File: config.mk
export PLATFORM = sky130hd
export DESIGN_NAME = tx_desc_walker
export DESIGN_NICKNAME = d
export VERILOG_FILES = /design/src/rtl/txw_pkg.sv /design/src/rtl/txw_ptr.sv /design/src/rtl/txw_ctrl.sv /design/src/rtl/tx_desc_walker.sv
export SDC_FILE = /design/constraint.sdc
export NUM_CORES = 1
export LEC_CHECK = 0
export BUFFER_PORTS_ARGS = -buffer_cell sky130_fd_sc_hd__buf_2
export CAP_MARGIN = 20
export CORE_MARGIN = 3
export CORE_UTILIZATION = 40
export CTS_BUF_LIST = sky130_fd_sc_hd__clkbuf_2 sky130_fd_sc_hd__clkbuf_4 sky130_fd_sc_hd__clkbuf_8
export CTS_CLUSTER_DIAMETER = 60
export DETAILED_ROUTE_END_ITERATION = 6
export PLACE_DENSITY_LB_ADDON = 0.1
export SYNTH_ARGS = -nofsm -noshare
export SYNTH_HDL_FRONTEND = slang
export SYNTH_SLANG_ARGS = --single-unit
File: constraint.sdc
create_clock -name clk -period 3.3 [get_ports clk]
set_clock_uncertainty 0.2 [all_clocks]
set_input_delay 0.33 -clock clk [delete_from_list [all_inputs] [get_ports clk]]
set_output_delay 0.33 -clock clk [all_outputs]
set_load 0.02 [all_outputs]
File: src/rtl/txw_pkg.sv
package txw_pkg;

    typedef enum logic [1:0] {
        WK_IDLE  = 2'd0,
        WK_FETCH = 2'd1,
        WK_WAIT  = 2'd2,
        WK_XFER  = 2'd3
    } walk_state_e;

    typedef struct packed {
        logic used;
        logic last;
        logic wrap;
    } desc_flags_t;

    typedef struct packed {
        logic fcs_bad;
        logic used_hit;
        logic frm_end;
    } walk_pulse_t;

    localparam walk_pulse_t NO_PULSE = '{fcs_bad: 1'b0, used_hit: 1'b0, frm_end: 1'b0};

endpackage

File: src/rtl/txw_ptr.sv
module txw_ptr #(
    parameter int          AW          = 32,
    parameter logic [31:0] BASE_ADDR   = 32'h0000_0100,
    parameter int          DESC_STRIDE = 8
) (
    input  logic          clk,
    input  logic          rst,
    input  logic          rewind,
    input  logic          adv,
    input  logic          adv_wrap,
    input  logic          ld_first,
    output logic [AW-1:0] cur_ptr,
    output logic [AW-1:0] first_ptr
);
    localparam logic [AW-1:0] BASE_P   = BASE_ADDR[AW-1:0];
    localparam logic [AW-1:0] STRIDE_P = AW'(DESC_STRIDE);

    logic [AW-1:0] cur_q, first_q;

    always_ff @(posedge clk) begin
        if (rst) begin
            cur_q   <= BASE_P;
            first_q <= BASE_P;
        end else begin
            if (rewind)
                cur_q <= first_q;
            else if (adv)
                cur_q <= adv_wrap ? BASE_P : cur_q + STRIDE_P;
            if (ld_first)
                first_q <= cur_q;
        end
    end

    assign cur_ptr   = cur_q;
    assign first_ptr = first_q;
endmodule

File: src/rtl/txw_ctrl.sv
module txw_ctrl
    import txw_pkg::*;
#(
    parameter int AW = 32,
    parameter int LW = 12
) (
    input  logic          clk,
    input  logic          rst,
    input  logic          start,
    output logic          dq_valid,
    input  logic          dq_ready,
    input  logic          rsp_valid,
    input  desc_flags_t   rsp_flags,
    input  logic [AW-1:0] rsp_addr,
    input  logic [LW-1:0] rsp_len,
    output logic          bq_valid,
    input  logic          bq_ready,
    output logic [AW-1:0] bq_addr,
    output logic [LW-1:0] bq_len,
    output logic          ld_first,
    output logic          adv,
    output logic          adv_wrap,
    output logic          rewind,
    output logic          busy,
    output logic          err,
    output walk_pulse_t   pulses
);
    walk_state_e   st_q;
    logic          in_frame_q;
    logic          err_q;
    desc_flags_t   flags_q;
    logic [AW-1:0] addr_q;
    logic [LW-1:0] len_q;
    walk_pulse_t   pulse_q;

    always_comb begin
        dq_valid = (st_q == WK_FETCH);
        bq_valid = (st_q == WK_XFER);
        rewind   = (st_q == WK_IDLE) && start;
        ld_first = dq_valid && dq_ready && !in_frame_q;
        adv      = bq_valid && bq_ready;
        adv_wrap = flags_q.wrap;
    end

    always_ff @(posedge clk) begin
        if (rst) begin
            st_q       <= WK_IDLE;
            in_frame_q <= 1'b0;
            err_q      <= 1'b0;
            flags_q    <= '0;
            addr_q     <= '0;
            len_q      <= '0;
            pulse_q    <= NO_PULSE;
        end else begin
            pulse_q <= NO_PULSE;
            unique case (st_q)
                WK_IDLE: begin
                    if (start) begin
                        st_q  <= WK_FETCH;
                        err_q <= 1'b0;
                    end
                end
                WK_FETCH: begin
                    if (dq_ready)
                        st_q <= WK_WAIT;
                end
                WK_WAIT: begin
                    if (rsp_valid) begin
                        if (rsp_flags.used) begin
                            st_q <= WK_IDLE;
                            if (in_frame_q) begin
                                err_q           <= 1'b1;
                                pulse_q.fcs_bad <= 1'b1;
                                in_frame_q      <= 1'b0;
                            end else begin
                                pulse_q.used_hit <= 1'b1;
                            end
                        end else begin
                            st_q       <= WK_XFER;
                            in_frame_q <= 1'b1;
                            flags_q    <= rsp_flags;
                            addr_q     <= rsp_addr;
                            len_q      <= rsp_len;
                        end
                    end
                end
                WK_XFER: begin
                    if (bq_ready) begin
                        st_q <= WK_FETCH;
                        if (flags_q.last) begin
                            in_frame_q      <= 1'b0;
                            pulse_q.frm_end <= 1'b1;
                        end
                    end
                end
                default: st_q <= WK_IDLE;
            endcase
        end
    end

    assign bq_addr = addr_q;
    assign bq_len  = len_q;
    assign busy    = (st_q != WK_IDLE);
    assign err     = err_q;
    assign pulses  = pulse_q;
endmodule

File: src/rtl/tx_desc_walker.sv
module tx_desc_walker
    import txw_pkg::*;
#(
    parameter int          AW          = 32,
    parameter int          LW          = 12,
    parameter logic [31:0] BASE_ADDR   = 32'h0000_0100,
    parameter int          DESC_STRIDE = 8
) (
    input  logic          clk,
    input  logic          rst,
    input  logic          tx_start,
    output logic          desc_req_valid,
    input  logic          desc_req_ready,
    output logic [AW-1:0] desc_req_addr,
    input  logic          desc_rsp_valid,
    input  logic          desc_rsp_used,
    input  logic          desc_rsp_last,
    input  logic          desc_rsp_wrap,
    input  logic [AW-1:0] desc_rsp_buf_addr,
    input  logic [LW-1:0] desc_rsp_buf_len,
    output logic          buf_req_valid,
    input  logic          buf_req_ready,
    output logic [AW-1:0] buf_req_addr,
    output logic [LW-1:0] buf_req_len,
    output logic          walker_busy,
    output logic          tx_err,
    output logic          fcs_corrupt,
    output logic          used_seen,
    output logic          frame_end
);
    desc_flags_t   rsp_flags;
    walk_pulse_t   pulses;
    logic          ld_first, adv, adv_wrap, rewind;
    logic [AW-1:0] cur_ptr, first_ptr;

    assign rsp_flags = '{used: desc_rsp_used, last: desc_rsp_last, wrap: desc_rsp_wrap};

    txw_ptr #(
        .AW(AW), .BASE_ADDR(BASE_ADDR), .DESC_STRIDE(DESC_STRIDE)
    ) u_ptr (
        .clk(clk), .rst(rst), .rewind(rewind), .adv(adv), .adv_wrap(adv_wrap),
        .ld_first(ld_first), .cur_ptr(cur_ptr), .first_ptr(first_ptr)
    );

    txw_ctrl #(.AW(AW), .LW(LW)) u_ctrl (
        .clk(clk), .rst(rst), .start(tx_start),
        .dq_valid(desc_req_valid), .dq_ready(desc_req_ready),
        .rsp_valid(desc_rsp_valid), .rsp_flags(rsp_flags),
        .rsp_addr(desc_rsp_buf_addr), .rsp_len(desc_rsp_buf_len),
        .bq_valid(buf_req_valid), .bq_ready(buf_req_ready),
        .bq_addr(buf_req_addr), .bq_len(buf_req_len),
        .ld_first(ld_first), .adv(adv), .adv_wrap(adv_wrap), .rewind(rewind),
        .busy(walker_busy), .err(tx_err), .pulses(pulses)
    );

    assign desc_req_addr = cur_ptr;
    assign fcs_corrupt   = pulses.fcs_bad;
    assign used_seen     = pulses.used_hit;
    assign frame_end     = pulses.frm_end;
endmodule

==> flow_metrics.tcl, run 1 <==
set metrics [dict create \
    drc 0 \
    drive_gt1_share_pct 22.2 \
    cts.repair.resized 0 \
    routed_wl_mm 14.9 \
    placementRows 40 \
    critPathMaxStageDelay_ps 600 \
    p_int_uw 2390 \
    dieArea_sq_um 14000 \
    cap_violations 0 \
    switching_share_pct 26.8 \
    fp.dieH_microns 118 \
    worst_pin_slew_ps 795 \
    worst_skew_pair.late_latency_ps 450 \
    antenna_cells 0 \
    p_sw_uw 877 \
    worstSetupPathType "reg -> reg" \
    hold_path_class "in -> reg" \
    finalPower_uw 3270 \
    sequentialPowerShare_pct 45.6 \
    grt_usage_pct 21.3 \
    max_freq_mhz 397 \
    yosys-top-cells-area "dfxtp_1 (47%), nand2_1 (14%), a21oi_1 (8.7%)" \
    grt_pass1_wl_mm 24.5 \
    grt_pass1_vias 4912 \
    viasPerCell 5.24 \
    p_clk_share_pct 41.8 \
    start_util_pct 41.4 \
    powerDensity_nw_per_um2 489 \
    yosys.cell_types.count 47 \
    ios 136 \
    critPathSlowestCell "or4_1" \
    first_iter_violations 335 \
    clock_path_buffers 2 \
    synth_area_sq_um 5030 \
    leakage_uw 0.00262 \
    layout_commonest_cell "nand2_1" \
    ctsHtreeMaxLevel 4 \
    core-area_sq_um 12200 \
    gp_congestion 0.785 \
    p_comb_share_pct 12.7 \
    syn_avg_cell_area_sq_um 7.82 \
    final_cell_mix "nand2_1 (188), buf_2 (134), dfxtp_1 (117)" \
    yosys_warnings 0 \
    worst_slack_ps 783 \
    period_needed_ps 2520 \
    arrival_ps 2670 \
    clk_pin_slew_worst_paths_ps 70 \
    critPathLaunchType "flip-flop" \
    end_kind "flip-flop" \
    syn_nets 702 \
    synth-seq-cells 117 \
    fin_nets 863 \
    rsz0062_at_grt "false" \
    ys_seq_area_share_pct 46.5 \
    syn_inst 644 \
    drtPass1Iterations 5 \
    crit_required_ps 3460 \
    status "completed" \
    cp_max_fo 19 \
    slew_headroom_pct 45.6 \
    cts_inserted_buffers 17 \
    cts_sinks 117 \
    dpl.hpwl_mm 9.34 \
    drtAntennaViolNets 0 \
    grt-ovfl-total 0 \
    fin_crit_sh_pct 76.3 \
    grt_max_degree 59 \
    yosysTopAreaCellShare_pct 46.5 \
    slew_violations 0 \
    detailroute.via_count 5166 \
    synth_area_leader_cell "dfxtp_1" \
    tritoncts "built" \
    setup_tns_ps 0 \
    setup-violations-final 0 \
    hold_ws_ps 20.3 \
    finalHoldViolCount 0 \
    clockRootBuffer "clkbuf_8" \
    wire_per_inst_microns 15.1 \
    ir_drop_uv 308 \
    area_delta_synth_final_pct 32.7 \
    critical_path.cell_chain "ha_1 -> nand2_1 -> or4_1 -> a21o_1 -> a211oi_1" \
    dp_slack_ps 768 \
    antenna_found_initial 0 \
    io_buffers 135 \
    dieWidth_microns 118 \
]
synthesized netlist by cell type (all sizes together):
cell type  number
inv            10
a22o            1
mux2            1
a311oi          2
buf            16
and4            5
a2111oi         1
nor4            1
or3            10
clkbuf         32
or2             2
nand3          25
nor2           20
nand3b          1
nor2b           4
o211ai         15
nor3            9
a2bb2oi         1
and3            5
and2            3
xnor2           2
a21o            3
ha              5
o311ai          7
o221ai          2
o32a            1
dfxtp         117
a21oi          88
o22ai           2
a211o           2
a22oi          11
nand2         188
or4            17
nand4          14
nor3b           2
mux2i           2
nand2b          1
or3b            1
o21ai           9
a211oi          4
nand4b          2
power by group through the flow:
| stage | registers, uW | clock network [uW] | logic, uW |
|---|---|---|---|
| after global routing | 1490 | 1460 | 452 |
| final | 1490 | 1360 | 413 |
| after floorplan | 1520 | 0 | 232 |
| after CTS | 1490 | 1390 | 413 |
| after global placement | 1520 | 0 | 367 |
| after detailed placement | 1520 | 0 | 370 |
metal layers:
layer	wire [microns]	vias to the layer above	GRT usage, %
li1	-	2573	-
met1	6370	2412	26.0
met3	935	21	6.60
met4	225	0	7.18
met5	0	-	0
met2	7340	160	35.7
cell families (layout without fill, tap and decap cells):
kind of cell | Yosys count | count (layout) | synth area share [%]
buffers and inverters | 58 | 232 | 4.72
muxes | 3 | 3 | 0.621
AOI/OAI and AO/OA | 149 | 149 | 17.9
and+or+nand+nor | 310 | 310 | 28.6
xor gates and xnor gates | 2 | 2 | 0.348
DFF | 117 | 117 | 46.5
adders and majority gates | 5 | 5 | 1.24
sequential cells by signal (all words and copies together) (netlist names):
register,flops
u_ptr.cur_ptr,32
u_ctrl.bq_len,12
u_ctrl.pulses,3
u_ptr.first_ptr,32
u_ctrl.adv_wrap,1
u_ctrl.err,1
u_ctrl.flags_q,1
u_ctrl.st_q,2
u_ctrl.in_frame_q,1
u_ctrl.bq_addr,32
path summary, 6_finish.rpt:
kind	depth (start not counted)	to	slack, ps	startpoint
worst max-delay path	5	u_ptr.cur_ptr[9]$_SDFFE_PP0P_	780	u_ctrl.st_q[0]$_SDFFE_PP0P_
worst min-delay path	3	u_ctrl.pulses[1]$_SDFF_PP0_	20	desc_rsp_valid
worst max register to register	5	u_ptr.cur_ptr[9]$_SDFFE_PP0P_	780	u_ctrl.st_q[0]$_SDFFE_PP0P_
worst min register to register	2	u_ctrl.bq_addr[9]$_SDFFE_PP0P_	250	u_ctrl.bq_addr[9]$_SDFFE_PP0P_
worst max-delay path: cells and delay by family (launching register included):
family	cells	cell delay, ps
adder cells (fa/ha/maj)	1	420
AND/OR/NAND/NOR	2	1070
AO/OA/AOI/OAI	2	360
flip-flops	1	370
area by class of cell:
cell class / instances / area [sq um]
clock buffer: 22 / 278
inverter: 10 / 37.5
clock inverter: 10 / 130
multi-input combinational: 469 / 2460
tap: 168 / 210
fill: 1149 / 5480
sequential: 117 / 2340
timing repair buffer: 190 / 1220
repair_timing:
action | CTS | global route
hold buffers | 48 | 0
hold endpoints to repair | 48 | 0
setup buffers | 0 | 0
metrics by stage:
| step | utilization, % | std cells | cell area [sq um] |
|---|---|---|---|
| final | 54.9 | 986 | 6680 |
| after global placement | 47.6 | 906 | 5790 |
| after CTS | 54.9 | 986 | 6680 |
| after global routing | 54.9 | 986 | 6680 |
| after detailed placement | 47.6 | 906 | 5790 |
| after floorplan | - | 644 | 5030 |
No activity file was read; power rests on OpenSTA's default activity.
==> run 2, diff against run 1 <==
Clock period 3.3 ns to 2.2 ns, I/O delays scaled along.
==> run 2 against run 1 <==
  * Power is 56% higher
  * Routed wire length grew 2.8%
  * Flip-flop and latch count is the same
==> flow_metrics.tcl, run 2 (synthesis gave the netlist of run 1 again) <==
set metrics [dict create \
    grt-ovfl-total 0 \
    tritoncts "built" \
    slew_violations 0 \
    critPathLaunchType "flip-flop" \
    gp_congestion 0.819 \
    drtPass1Iterations 7 \
    worstSetupPathType "reg -> reg" \
    setup-violations-final 0 \
    critPathSlowestCell "or4_1" \
    status "completed" \
    final_cell_mix "nand2_1 (188), buf_2 (134), dfxtp_1 (113)" \
    area_delta_synth_final_pct 41.1 \
    placementRows 40 \
    start_util_pct 41.4 \
    crit_buf_inv 2 \
    detailroute.via_count 5383 \
    grt_usage_pct 22.3 \
    worst_skew_pair.late_latency_ps 430 \
    dieWidth_microns 118 \
    ir_drop_uv 464 \
    core-area_sq_um 12200 \
    rsz0062_at_grt "false" \
    wire_per_inst_microns 14.8 \
    hold_ws_ps 39.3 \
    arrival_ps 2280 \
    critical_path.cell_chain "inv_4 -> ha_4 -> buf_6 -> a211o_4 -> or3_1 -> or4_1 -> o211ai_1" \
    fin_crit_sh_pct 97.0 \
    io_buffers 135 \
    end_kind "flip-flop" \
    clock_path_buffers 2 \
    clockRootBuffer "clkbuf_8" \
    grt_pass1_wl_mm 25.4 \
    slew_headroom_pct 42.8 \
    worst_pin_slew_ps 855 \
    routed_wl_mm 15.3 \
    cts_inserted_buffers 17 \
    cp_max_fo 5 \
    clk_pin_slew_worst_paths_ps 70 \
    cap_violations 0 \
    crit_required_ps 2340 \
    powerDensity_nw_per_um2 718 \
    critPathMaxStageDelay_ps 410 \
    first_iter_violations 351 \
    dieArea_sq_um 14000 \
    leakage_uw 0.00285 \
    dpl.hpwl_mm 9.78 \
    antenna_found_initial 0 \
    cts_sinks 117 \
    period_needed_ps 2130 \
    fin_nets 907 \
    ctsHtreeMaxLevel 4 \
    fp.dieH_microns 118 \
    drtAntennaViolNets 0 \
    layout_commonest_cell "nand2_1" \
    hold_path_class "in -> reg" \
    finalHoldViolCount 0 \
    drc 0 \
    grt_pass1_vias 5035 \
    max_freq_mhz 469 \
    path_delay_family "simple AND/OR/NAND/NOR gates" \
    drive_gt1_share_pct 27.6 \
    antenna_cells 0 \
    ios 136 \
    viasPerCell 5.23 \
    grt_max_degree 82 \
    setup_tns_ps 0 \
]
==> run 2: cell count changes in the layout (fill, tap and decap cells not counted), sizes merged <==
| cell | delta |
|---|---|
| inv | +1 |
| dlygate4sd3 | +1 |
| buf | +43 |
| clkbuf | -1 |
| clkinvlp | +1 |
| clkinv | -1 |
==> run 2: path summary, 6_finish.rpt <==
check	end	slack, ps	cells past startpoint	startpoint
min reg2reg	u_ctrl.bq_addr[0]$_SDFFE_PP0P_	250	2	u_ctrl.bq_addr[0]$_SDFFE_PP0P_
max reg2reg	u_ptr.cur_ptr[29]$_SDFFE_PP0P_	70	7	u_ctrl.st_q[1]$_SDFFE_PP0P_
min	u_ptr.cur_ptr[11]$_SDFFE_PP0P_	40	3	rst
max	u_ptr.cur_ptr[29]$_SDFFE_PP0P_	70	7	u_ctrl.st_q[1]$_SDFFE_PP0P_
==> run 2: layout make-up <==
type                       instances  area (sq um)
clock buffer                      21           283
fill                            1126          5060
timing repair buffer             234          1570
tap                              168           210
sequential                       117          2350
multi-input combinational        469          2500
clock inverter                    11           149
inverter                          10          40.0
==> run 2: where the power goes <==
group          internal, uW  switching, uW
Sequential             2170           37.5
Clock                  1230            878
Combinational           334            457
Total                  3730           1370
==> run 2: tightest hold or removal path, cell delays in order <==
cell,delay [ps]
buf_4,120
or3_4,180
o21ai_0,90
==> run 2: per-stage QoR <==
step | util (%) | setup WS [ps] | cell area [sq um] | instances | power [uW]
5_1_grt | 58.4 | 3.14 | 7100 | 1030 | 5320
4_1_cts | 58.2 | 16.2 | 7070 | 1029 | 5130
3_5_place_dp | 50.3 | -31.2 | 6120 | 948 | 2930
2_1_floorplan | - | 16.3 | 5040 | 644 | 2630
3_3_place_gp | 50.3 | 40.1 | 6120 | 948 | 2920
6_report | 58.4 | 66.4 | 7100 | 1030 | 5100
==> run 2: what timing repair did <==
| action | 4_1_cts | 5_1_grt |
|---|---|---|
| hold buffers | 49 | 0 |
| pin swaps | 0 | 0 |
| resized for setup | 6 | 8 |
| setup buffers | 0 | 1 |
| setup endpoints to repair | 8 | 8 |
| hold endpoints to repair | 48 | 0 |
==> run 2: metal layers <==
metal / track usage, % / up-vias / part of all wire (%)
met5: 0 / - / 0
met4: 7.33 / 0 / 1.7
met3: 6.51 / 22 / 6.7
met2: 36.8 / 179 / 49
met1: 27.9 / 2517 / 43
li1: - / 2665 / -
==> run 3, diff against run 2 <==
Settings changed: RECOVER_POWER from default to 50.
==> run 3 against run 2 <==
  * Design area shrank 1.6%
  * Die area unchanged
  * Routed wire length up 0.33%
  * First-iteration DRC count rose by 6.6%
  * Global-route usage did not move
  * Register-to-register slack about the same
  * Fmax barely moved
  * Sequential power is essentially flat
  * Flip-flop and latch count did not move
  * Worst setup slack lost 2.0 ps
  * Cell count unchanged
  * Utilization is 0.91 points lower
  * Critical path type unchanged
==> flow_metrics.tcl, run 3 (synthesis gave the netlist of run 1 again) <==
set metrics [dict create \
    critical_path.cell_chain "inv_4 -> ha_4 -> buf_6 -> a211o_4 -> or3_1 -> or4_1 -> o211ai_1" \
    first_iter_violations 374 \
    wire_per_inst_microns 14.9 \
    num-fill-cells 1164 \
    holdPathStages 3 \
    dieArea_sq_um 14000 \
    grt_pass1_wl_mm 25.4 \
    p_comb_share_pct 15.3 \
    clockRootBuffer "clkbuf_8" \
    fin_cells 1030 \
    crit_buf_inv 2 \
    placementRows 40 \
    io_buffers 135 \
    fin_nets 907 \
    ir_drop_uv 463 \
    path_delay_family "simple AND/OR/NAND/NOR gates" \
    p_int_uw 3710 \
    viasPerCell 5.26 \
    routed_wl_mm 15.3 \
    clock_path_buffers 2 \
    drtAntennaViolNets 0 \
    drtPass1Iterations 6 \
    period_needed_ps 2140 \
    fp.dieH_microns 118 \
    worstSetupPathType "reg -> reg" \
    worst_skew_pair.late_latency_ps 430 \
    crit_start "u_ctrl.st_q[1]$_SDFFE_PP0P_" \
    detailroute.via_count 5418 \
    cp_max_fo 5 \
    grt_max_degree 82 \
    clk_pin_slew_worst_paths_ps 70 \
    sequentialPowerShare_pct 43.3 \
    tritoncts "built" \
    rsz0062_at_grt "false" \
    gp_congestion 0.819 \
    crit_cells 7 \
    dp_cells 948 \
    dpl.hpwl_mm 9.78 \
    grt_pass1_vias 5035 \
    slew_violations 0 \
    core-area_sq_um 12200 \
    crit_required_ps 2340 \
    fin_crit_sh_pct 97.1 \
    leakage_uw 0.00249 \
    critPathLaunchType "flip-flop" \
    powerDensity_nw_per_um2 728 \
    critPathMaxStageDelay_ps 410 \
    dieWidth_microns 118 \
    drive_gt1_share_pct 17.9 \
    ctsHtreeMaxLevel 4 \
    status "completed" \
    start_util_pct 41.4 \
    cts_sinks 117 \
    hold_path_class "in -> reg" \
    layout_commonest_cell "nand2_1" \
    switching_share_pct 27.1 \
    final_cell_mix "nand2_1 (188), dfxtp_1 (113), a21oi_1 (88)" \
    p_sw_uw 1380 \
    drc 0 \
    slew_headroom_pct 39.8 \
    worst_pin_slew_ps 900 \
    setup-violations-final 0 \
    hold_ws_ps 38.0 \
    worst_slack_ps 64.3 \
    grt_usage_pct 22.3 \
    finalPower_uw 5090 \
    reg2reg_from "u_ctrl.st_q[1]$_SDFFE_PP0P_" \
    cts_inserted_buffers 17 \
    min_from "rst" \
    finalHoldViolCount 0 \
    ios 136 \
    p_clk_share_pct 41.4 \
    grt-ovfl-total 0 \
    area_delta_synth_final_pct 38.9 \
    antenna_found_initial 0 \
    reg2regPathDepth 7 \
    cap_violations 0 \
    end_kind "flip-flop" \
    arrival_ps 2280 \
    antenna_cells 0 \
    max_freq_mhz 468 \
    dp_slack_ps -31.2 \
    critPathSlowestCell "or4_1" \
]
## run 3: changes by cell type in the layout (fill, tap and decap cells not counted), sizes merged
cell,change
clkbuf,+84
buf,-84
## run 3: path summary, 6_finish.rpt
kind / slack, ps / endpoint
max reg2reg: 60 / u_ptr.cur_ptr[29]$_SDFFE_PP0P_
min reg2reg: 250 / u_ctrl.bq_addr[0]$_SDFFE_PP0P_
max: 60 / u_ptr.cur_ptr[29]$_SDFFE_PP0P_
min: 40 / u_ptr.cur_ptr[11]$_SDFFE_PP0P_
## run 3: area by class of cell
type / instances / area, sq um / share of cell area (%)
sequential: 117 / 2350 / 33.6
clock inverter: 11 / 149 / 2.13
clock buffer: 21 / 283 / 4.05
multi-input combinational: 469 / 2500 / 35.7
timing repair buffer: 234 / 1460 / 20.9
inverter: 10 / 40.0 / 0.573
tap: 168 / 210 / 3.01
## run 3: per-stage QoR
stage / cell area, sq um / setup TNS, ps / util [%]
finish: 6990 / 0 / 57.5
global route: 6990 / 0 / 57.5
CTS: 7070 / 0 / 58.2
detailed placement: 6120 / -52.1 / 50.3
global placement: 6120 / 0 / 50.3
floorplan: 5040 / 0 / -
## run 3: routing by layer
| metal | vias up | routed length, microns | track usage (%) |
|---|---|---|---|
| met1 | 2546 | 6700 | 27.9 |
| met3 | 23 | 950 | 6.51 |
| li1 | 2666 | - | - |
| met2 | 183 | 7440 | 36.8 |
| met4 | 0 | 249 | 7.33 |
| met5 | - | 0 | 0 |
## run 3: timing repair
item	CTS	global route
endpoints found under the hold margin	48	0
gates resized for setup	6	8
setup endpoints to repair	8	8
setup buffers	0	1
hold buffers	49	0
## run 3: power by group through the flow
stage	registers [uW]	logic, uW	clock network (uW)
2_1_floorplan	2280	349	0
3_3_place_gp	2250	670	0
3_5_place_dp	2250	683	0
4_1_cts	2200	768	2160
5_1_grt	2210	854	2250
6_report	2200	781	2110
## run 3: worst register-to-register path: stages (launching register included)
cell and delay [ps]:
dfxtp_2 350, inv_4 50, ha_4 160, buf_6 120, a211o_4 350, or3_1 300, or4_1 410, o211ai_1 120
